[config.mk]
export PLATFORM = sky130hd
export DESIGN_NAME = zp_operand_seq
export DESIGN_NICKNAME = d
export VERILOG_FILES = /design/src/rtl/zpseq_pkg.sv /design/src/rtl/zpseq_classify.sv /design/src/rtl/zpseq_ctrl.sv /design/src/rtl/zpseq_path.sv /design/src/rtl/zp_operand_seq.sv
export SDC_FILE = /design/constraint.sdc
export NUM_CORES = 1
export LEC_CHECK = 0
export CAP_MARGIN = 20
export CORE_MARGIN = 2
export CORE_UTILIZATION = 40
export CTS_CLUSTER_DIAMETER = 100
export DETAILED_ROUTE_END_ITERATION = 12
export DONT_BUFFER_PORTS = 1
export PLACE_DENSITY = 0.57
export SLEW_MARGIN = 20
export SYNTH_ARGS = -nofsm -noshare
export SYNTH_HDL_FRONTEND = slang
export SYNTH_SLANG_ARGS = --single-unit
export TNS_END_PERCENT = 100
[constraint.sdc]
create_clock -name clk -period 3.3 [get_ports clk]
set_input_delay 0.495 -clock clk [delete_from_list [all_inputs] [get_ports clk]]
set_output_delay 0.495 -clock clk [all_outputs]
set_load 0.005 [all_outputs]
[src/rtl/zpseq_pkg.sv]
package zpseq_pkg;

    typedef enum logic [1:0] {
        TGT_REG = 2'd0,
        TGT_IO  = 2'd1,
        TGT_MEM = 2'd2,
        TGT_PTR = 2'd3
    } zp_tgt_e;

    typedef enum logic [3:0] {
        ST_IDLE,
        ST_FETCH_REQ,
        ST_FETCH_CAP,
        ST_PTR_LO_REQ,
        ST_PTR_LO_CAP,
        ST_PTR_HI_CAP,
        ST_WB_LO,
        ST_WB_HI,
        ST_DONE
    } zp_state_e;

    typedef enum logic [1:0] {
        AS_NONE,
        AS_PC,
        AS_PTR_LO,
        AS_PTR_HI
    } zp_asel_e;

endpackage

[src/rtl/zpseq_classify.sv]
module zpseq_classify
    import zpseq_pkg::*;
#(
    parameter int DATA_W    = 8,
    parameter int REG_COUNT = 12,
    parameter int IO_COUNT  = 4,
    parameter int PTR_START = 128
) (
    input  logic [DATA_W-1:0] opnd,
    output zp_tgt_e           kind,
    output logic              postinc
);
    localparam logic [DATA_W-1:0] REG_END = DATA_W'(REG_COUNT);
    localparam logic [DATA_W-1:0] IO_END  = DATA_W'(REG_COUNT + IO_COUNT);
    localparam logic [DATA_W-1:0] PTR_BEG = DATA_W'(PTR_START);

    always_comb begin
        if (opnd < REG_END) begin
            kind = TGT_REG;
        end else if (opnd < IO_END) begin
            kind = TGT_IO;
        end else if (opnd < PTR_BEG) begin
            kind = TGT_MEM;
        end else begin
            kind = TGT_PTR;
        end
        postinc = (kind == TGT_PTR) && opnd[0];
    end
endmodule

[src/rtl/zpseq_ctrl.sv]
module zpseq_ctrl
    import zpseq_pkg::*;
(
    input  logic      clk,
    input  logic      rst_n,
    input  logic      start,
    input  zp_tgt_e   kind,
    input  logic      postinc,
    output logic      busy,
    output logic      done,
    output logic      pc_step,
    output logic      load_pc,
    output logic      cap_opnd,
    output logic      cap_ptr_lo,
    output logic      cap_ptr_hi,
    output logic      rd,
    output logic      wr_lo,
    output logic      wr_hi,
    output zp_asel_e  asel
);
    zp_state_e state_q, state_d;

    always_comb begin
        state_d = state_q;
        unique case (state_q)
            ST_IDLE:       if (start) state_d = ST_FETCH_REQ;
            ST_FETCH_REQ:  state_d = ST_FETCH_CAP;
            ST_FETCH_CAP:  state_d = (kind == TGT_PTR) ? ST_PTR_LO_REQ : ST_DONE;
            ST_PTR_LO_REQ: state_d = ST_PTR_LO_CAP;
            ST_PTR_LO_CAP: state_d = ST_PTR_HI_CAP;
            ST_PTR_HI_CAP: state_d = postinc ? ST_WB_LO : ST_DONE;
            ST_WB_LO:      state_d = ST_WB_HI;
            ST_WB_HI:      state_d = ST_DONE;
            ST_DONE:       state_d = ST_IDLE;
            default:       state_d = ST_IDLE;
        endcase
    end

    always_ff @(posedge clk) begin
        if (!rst_n) begin
            state_q <= ST_IDLE;
        end else begin
            state_q <= state_d;
        end
    end

    always_comb begin
        busy       = 1'b1;
        done       = 1'b0;
        pc_step    = 1'b0;
        load_pc    = 1'b0;
        cap_opnd   = 1'b0;
        cap_ptr_lo = 1'b0;
        cap_ptr_hi = 1'b0;
        rd         = 1'b0;
        wr_lo      = 1'b0;
        wr_hi      = 1'b0;
        asel       = AS_NONE;
        unique case (state_q)
            ST_IDLE: begin
                busy    = 1'b0;
                load_pc = start;
            end
            ST_FETCH_REQ: begin
                rd   = 1'b1;
                asel = AS_PC;
            end
            ST_FETCH_CAP: begin
                cap_opnd = 1'b1;
                pc_step  = 1'b1;
            end
            ST_PTR_LO_REQ: begin
                rd   = 1'b1;
                asel = AS_PTR_LO;
            end
            ST_PTR_LO_CAP: begin
                rd         = 1'b1;
                asel       = AS_PTR_HI;
                cap_ptr_lo = 1'b1;
            end
            ST_PTR_HI_CAP: begin
                cap_ptr_hi = 1'b1;
            end
            ST_WB_LO: begin
                wr_lo = 1'b1;
                asel  = AS_PTR_LO;
            end
            ST_WB_HI: begin
                wr_hi = 1'b1;
                asel  = AS_PTR_HI;
            end
            ST_DONE: begin
                done = 1'b1;
            end
            default: begin
                busy = 1'b0;
            end
        endcase
    end
endmodule

[src/rtl/zpseq_path.sv]
module zpseq_path
    import zpseq_pkg::*;
#(
    parameter int DATA_W    = 8,
    parameter int REG_COUNT = 12,
    parameter int ZP_BASE   = 0,
    localparam int ADDR_W   = 2 * DATA_W
) (
    input  logic              clk,
    input  logic              rst_n,
    input  logic [ADDR_W-1:0] pc,
    input  logic              load_pc,
    input  logic              cap_opnd,
    input  logic              cap_ptr_lo,
    input  logic              cap_ptr_hi,
    input  logic              wr_lo,
    input  logic              wr_hi,
    input  zp_asel_e          asel,
    input  zp_tgt_e           kind,
    input  logic [DATA_W-1:0] rdata,
    output logic [DATA_W-1:0] opnd,
    output logic [ADDR_W-1:0] addr,
    output logic [DATA_W-1:0] wdata,
    output logic [ADDR_W-1:0] tgt_addr
);
    localparam logic [DATA_W-1:0] PAGE    = DATA_W'(ZP_BASE);
    localparam logic [DATA_W-1:0] IO_BASE = DATA_W'(REG_COUNT);
    localparam logic [DATA_W-1:0] ZERO    = '0;

    logic [ADDR_W-1:0] pc_q;
    logic [DATA_W-1:0] opnd_q;
    logic [DATA_W-1:0] ptr_lo_q, ptr_hi_q;
    logic [ADDR_W-1:0] ptr_inc;
    logic [DATA_W-1:0] slot_even, slot_odd;

    always_ff @(posedge clk) begin
        if (!rst_n) begin
            pc_q     <= '0;
            opnd_q   <= '0;
            ptr_lo_q <= '0;
            ptr_hi_q <= '0;
        end else begin
            if (load_pc)    pc_q     <= pc;
            if (cap_opnd)   opnd_q   <= rdata;
            if (cap_ptr_lo) ptr_lo_q <= rdata;
            if (cap_ptr_hi) ptr_hi_q <= rdata;
        end
    end

    assign opnd      = opnd_q;
    assign slot_even = {opnd_q[DATA_W-1:1], 1'b0};
    assign slot_odd  = {opnd_q[DATA_W-1:1], 1'b1};
    assign ptr_inc   = {ptr_hi_q, ptr_lo_q} + ADDR_W'(1);

    always_comb begin
        unique case (asel)
            AS_PC:     addr = pc_q;
            AS_PTR_LO: addr = {PAGE, slot_even};
            AS_PTR_HI: addr = {PAGE, slot_odd};
            default:   addr = '0;
        endcase
    end

    always_comb begin
        if (wr_lo) begin
            wdata = ptr_inc[DATA_W-1:0];
        end else if (wr_hi) begin
            wdata = ptr_inc[ADDR_W-1:DATA_W];
        end else begin
            wdata = '0;
        end
    end

    always_comb begin
        unique case (kind)
            TGT_REG: tgt_addr = {ZERO, opnd_q};
            TGT_IO:  tgt_addr = {ZERO, opnd_q - IO_BASE};
            TGT_MEM: tgt_addr = {PAGE, opnd_q};
            TGT_PTR: tgt_addr = {ptr_hi_q, ptr_lo_q};
            default: tgt_addr = '0;
        endcase
    end
endmodule

[src/rtl/zp_operand_seq.sv]
module zp_operand_seq
    import zpseq_pkg::*;
#(
    parameter int DATA_W    = 8,
    parameter int REG_COUNT = 12,
    parameter int IO_COUNT  = 4,
    parameter int PTR_START = 128,
    parameter int ZP_BASE   = 0,
    localparam int ADDR_W   = 2 * DATA_W
) (
    input  logic              clk,
    input  logic              rst_n,
    input  logic              start,
    input  logic [ADDR_W-1:0] pc,
    output logic              busy,
    output logic              done,
    output logic              pc_step,
    output logic [1:0]        tgt_kind,
    output logic [ADDR_W-1:0] tgt_addr,
    output logic [ADDR_W-1:0] mem_addr,
    output logic              mem_rd,
    output logic              mem_wr,
    output logic [DATA_W-1:0] mem_wdata,
    input  logic [DATA_W-1:0] mem_rdata
);
    logic              load_pc, cap_opnd, cap_ptr_lo, cap_ptr_hi;
    logic              wr_lo, wr_hi, postinc;
    zp_asel_e          asel;
    zp_tgt_e           kind;
    logic [DATA_W-1:0] opnd, cls_in;

    // The class is needed in the capture cycle itself, before the operand register holds it.
    assign cls_in = cap_opnd ? mem_rdata : opnd;

    zpseq_classify #(
        .DATA_W(DATA_W), .REG_COUNT(REG_COUNT),
        .IO_COUNT(IO_COUNT), .PTR_START(PTR_START)
    ) u_cls (
        .opnd(cls_in), .kind(kind), .postinc(postinc)
    );

    zpseq_ctrl u_ctrl (
        .clk(clk), .rst_n(rst_n), .start(start), .kind(kind), .postinc(postinc),
        .busy(busy), .done(done), .pc_step(pc_step), .load_pc(load_pc),
        .cap_opnd(cap_opnd), .cap_ptr_lo(cap_ptr_lo), .cap_ptr_hi(cap_ptr_hi),
        .rd(mem_rd), .wr_lo(wr_lo), .wr_hi(wr_hi), .asel(asel)
    );

    zpseq_path #(
        .DATA_W(DATA_W), .REG_COUNT(REG_COUNT), .ZP_BASE(ZP_BASE)
    ) u_path (
        .clk(clk), .rst_n(rst_n), .pc(pc), .load_pc(load_pc),
        .cap_opnd(cap_opnd), .cap_ptr_lo(cap_ptr_lo), .cap_ptr_hi(cap_ptr_hi),
        .wr_lo(wr_lo), .wr_hi(wr_hi), .asel(asel), .kind(kind),
        .rdata(mem_rdata), .opnd(opnd), .addr(mem_addr),
        .wdata(mem_wdata), .tgt_addr(tgt_addr)
    );

    assign mem_wr   = wr_lo | wr_hi;
    assign tgt_kind = kind;
endmodule

==> metrics.md <==
| Metric | Value |
|---|---|
| Outcome | `finished, final reports clean` |
| Critical Path Sink Type | `output port` |
| Critical path's top delay family | `simple AND/OR/NAND/NOR gates` |
| Hold Slack | `approximately 0.33 ns` |
| WHS Endpoint | `u_path.ptr_lo_q[1]` |
| Critical-path cell list | `or4b_4 > inv_1 > and4_1 > nor3_4 > a221o_1` |
| Number of I/O port buffers | `0` |
| Clk slew on worst S/H paths | `approximately 0.090 ns` |
| Crit Path Max Fanout | `14` |
| Routed Antenna Nets | `0` |
| Antenna Diode Count | `0` |
| F_max | `325 MHz` |
| Path depth of the worst reg2reg path | `4` |
| Avg Inst Size Synth | `between 7 and 8 um^2` |
| Register area | `approximately 900 um^2` |
| CTS buffer count | `5` |
| Post-CTS setup buffer count | `0` |
| Worst Max-Slew Pin Slew | `between 0.8 and 0.9 ns` |
| LEAKAGE | `around 0.92 nW` |
| Drc violations | `0` |
| Hold path cells | `2` |
| Peak VDD IR | `253 uV` |
| Total Nets Final | `approximately 360` |
| FFs w/ async S/R, synth | `0%` |
| Die footprint | `7160 um^2` |
| CP required | `2.80 ns` |
| Hold WC Path Type | `in2reg` |
| DP Worst Slack | `~0.57 ns` |
| Setup slack, reg-to-reg | `between 1 and 1.5 ns` |
| Number of global-route vias before repair | `about 2,200` |
| Starting density of the core | `between 40% and 50%` |
| CTS resizes | `0` |
| CTS root buf | `clkbuf_8` |
| Final worst slack | `0.225 ns` |
| Routed wire per std cell | `16.9 um` |
| Cell area after synthesis | `roughly 2600 um^2` |
| Core ar. | `between 6000 and 7000 um^2` |
| Hold Startpoint | `mem_rdata[1]` |
| Cell Pwr Density | `roughly 420 nW/um^2` |
| GRT Overall Usage | `between 10% and 20%` |
| Vias | `2,310` |
| Mapped Cells | `approximately 340` |
| Most common cell after layout, fill and taps aside | `nand2_1` |
| Max-slew headroom | `43.6%` |
| Post-synth EDFFs | `0` |
| Die X | `roughly 85 um` |
| Largest net degree at the start of global routing | `42` |
| Commonest non-fill, non-tap cells in the layout | `nand2_1 (93), dfxtp_1 (44), a21boi_0 (39)` |
| Clock Skews | `approximately 0.0094 ns` |
| CP startpoint kind | `flop` |
| H-tree Lvls | `2` |
| TritonCTS clock tree | `done` |
| P&R area growth vs syn | `4.86%` |
| Syn Nets | `around 370` |
| Final setup viols | `0` |
| Via-to-Cell Ratio | `approximately 5.7` |
| Die outline height | `84.6 um` |
| Yosys cell types | `42` |
| DRT Pass-1 Iters | `4` |
| Critical path class | `reg2out` |
| Post-cts hold buffer count | `0` |
| RD Place Congestion | `around 0.86` |
| Tmin final | `just over 3 ns` |
| Routed Wire Length | `a little under 7000 um` |
| Max-cap viol count | `0` |
| Rows | `29` |
| Initial antenna violation count | `0` |
| Hold Violations, Final | `0` |
| Seq/Total Area, Yosys | `between 30% and 40%` |
| Global route overflow | `0` |
| Initial DRC Count | `roughly 140` |
| Reg-to-reg endpoint | `u_ctrl.state_q[2]` |
| Crit path arrival time | `~2.6 ns` |
| # IOs | `74` |
| Worst-Skew Late Latency | `approximately 0.30 ns` |
| Final Non-Filler Cells | `407` |
| Post-DP HPWL | `approximately 5000 um` |
| Post-Route Setup TNS | `0 ns` |
| Buf/Inv on CP | `1` |
| Final worst path period share | `roughly 93%` |
| Area occupied by multi-input gates | `approximately 1600 um^2` |
| R2r startpoint | `u_ctrl.state_q[1]` |
| TritonCTS Sinks | `44` |
| Synth warn | `0` |
| RSZ-0062 raised after global routing | `false` |
| Global-route wire length before repair | `between 10,000 and 15,000 um` |
| Final Max Slew Viols | `0` |
| Crit-path slowest cell | `or4b_4` |
| Synth Register Bits | `44` |
| Fill count | `686` |
| Main synth FF type | `dfxtp_1` |
| Placed cell count | `roughly 400` |
| Layout cell share with drive strength beyond 1 | `4.55%` |
| Max Root-Sink Buffers | `2` |
| Worst path max stage delay | `roughly 0.6 ns` |
## stage by stage
stage	power, mW	area, um^2	utilization (%)
floorplan	0.696	2600	-
detailed placement	0.718	2610	41.3
global placement	0.715	2610	41.3
finish	1.14	2730	43.2
CTS	1.16	2730	43.2
global route	1.20	2730	43.2
## state kept, by name (all words and copies together) (netlist names)
name	flops
u_path.ptr_hi_q	8
u_path.opnd	8
u_path.ptr_lo_q	8
u_ctrl.state_q	4
u_path.pc_q	16
## synthesized netlist by cell type (2+ instances only)
library cell   n  share of area [%]
and3_1        10                2.4
nor2b_1        4               0.96
and2_1        13                3.1
nand2b_1       2               0.48
a22o_1         7                2.4
ha_1           2               0.96
nand2_1       93                 13
o21ai_0        3               0.58
a21oi_1        6                1.2
dfxtp_1       44                 34
clkbuf_1      18                2.6
o21a_1         2               0.58
buf_6          2               0.87
o22ai_1       10                2.4
a221o_1        3                1.2
nor2_1        11                1.6
a21boi_0      39                 11
nand3_1       12                2.3
nor3_1         9                1.7
xnor2_1       14                4.7
nor4_1         5                1.2
or3_1          3               0.72
inv_1          6               0.87
nand4_1        7                1.7
## worst max path at each step
| stage | to | slack (ns) | cells past startpoint | from |
|---|---|---|---|---|
| finish | tgt_addr[7] | 0.22 | 5 | u_ctrl.state_q[1] |
| global route | tgt_addr[7] | 0.08 | 5 | u_ctrl.state_q[1] |
| CTS | tgt_addr[7] | 0.23 | 5 | u_ctrl.state_q[1] |
| detailed placement | tgt_addr[7] | 0.57 | 5 | u_ctrl.state_q[2] |
| global placement | tgt_addr[7] | 0.63 | 5 | u_ctrl.state_q[2] |
| floorplan | tgt_addr[2] | 0.98 | 6 | u_ctrl.state_q[3] |
## cells by family (layout without fill, tap and decap cells)
kind of cell | after synthesis | after routing | synth area share (%)
XOR/XNOR | 15 | 15 | 5.05
multiplexers | 3 | 3 | 1.83
flip-flops | 44 | 44 | 33.9
AO/OA/AOI/OAI | 74 | 74 | 20.7
buffers and inverters | 28 | 15 | 4.67
adder cells (fa/ha/maj) | 2 | 2 | 0.962
AND/OR/NAND/NOR | 177 | 177 | 32.9
## cell type report
type	instances	area share [%]
tap	77	3.53
clock inverter	2	1.42
multi-input combinational	271	58.6
inverter	6	0.826
sequential	44	32.3
clock buffer	6	3.03
timing repair buffer	1	0.275
## layer usage
metal,vias to the layer above,GRT usage (%),routed length (um)
met3,6,4.33,461
met2,72,32.8,3320
met5,-,0,0
met4,0,5.19,66
met1,1071,25.7,3050
li1,1161,-,-
## report_power, final
| group | total, mW | switching (mW) | internal, mW |
|---|---|---|---|
| clock | 0.440 | 0.192 | 0.248 |
| sequential | 0.576 | 0.0221 | 0.553 |
| combinational | 0.127 | 0.0781 | 0.0486 |
| total | 1.14 | 0.292 | 0.850 |
Power figures use the tool's default switching activity.
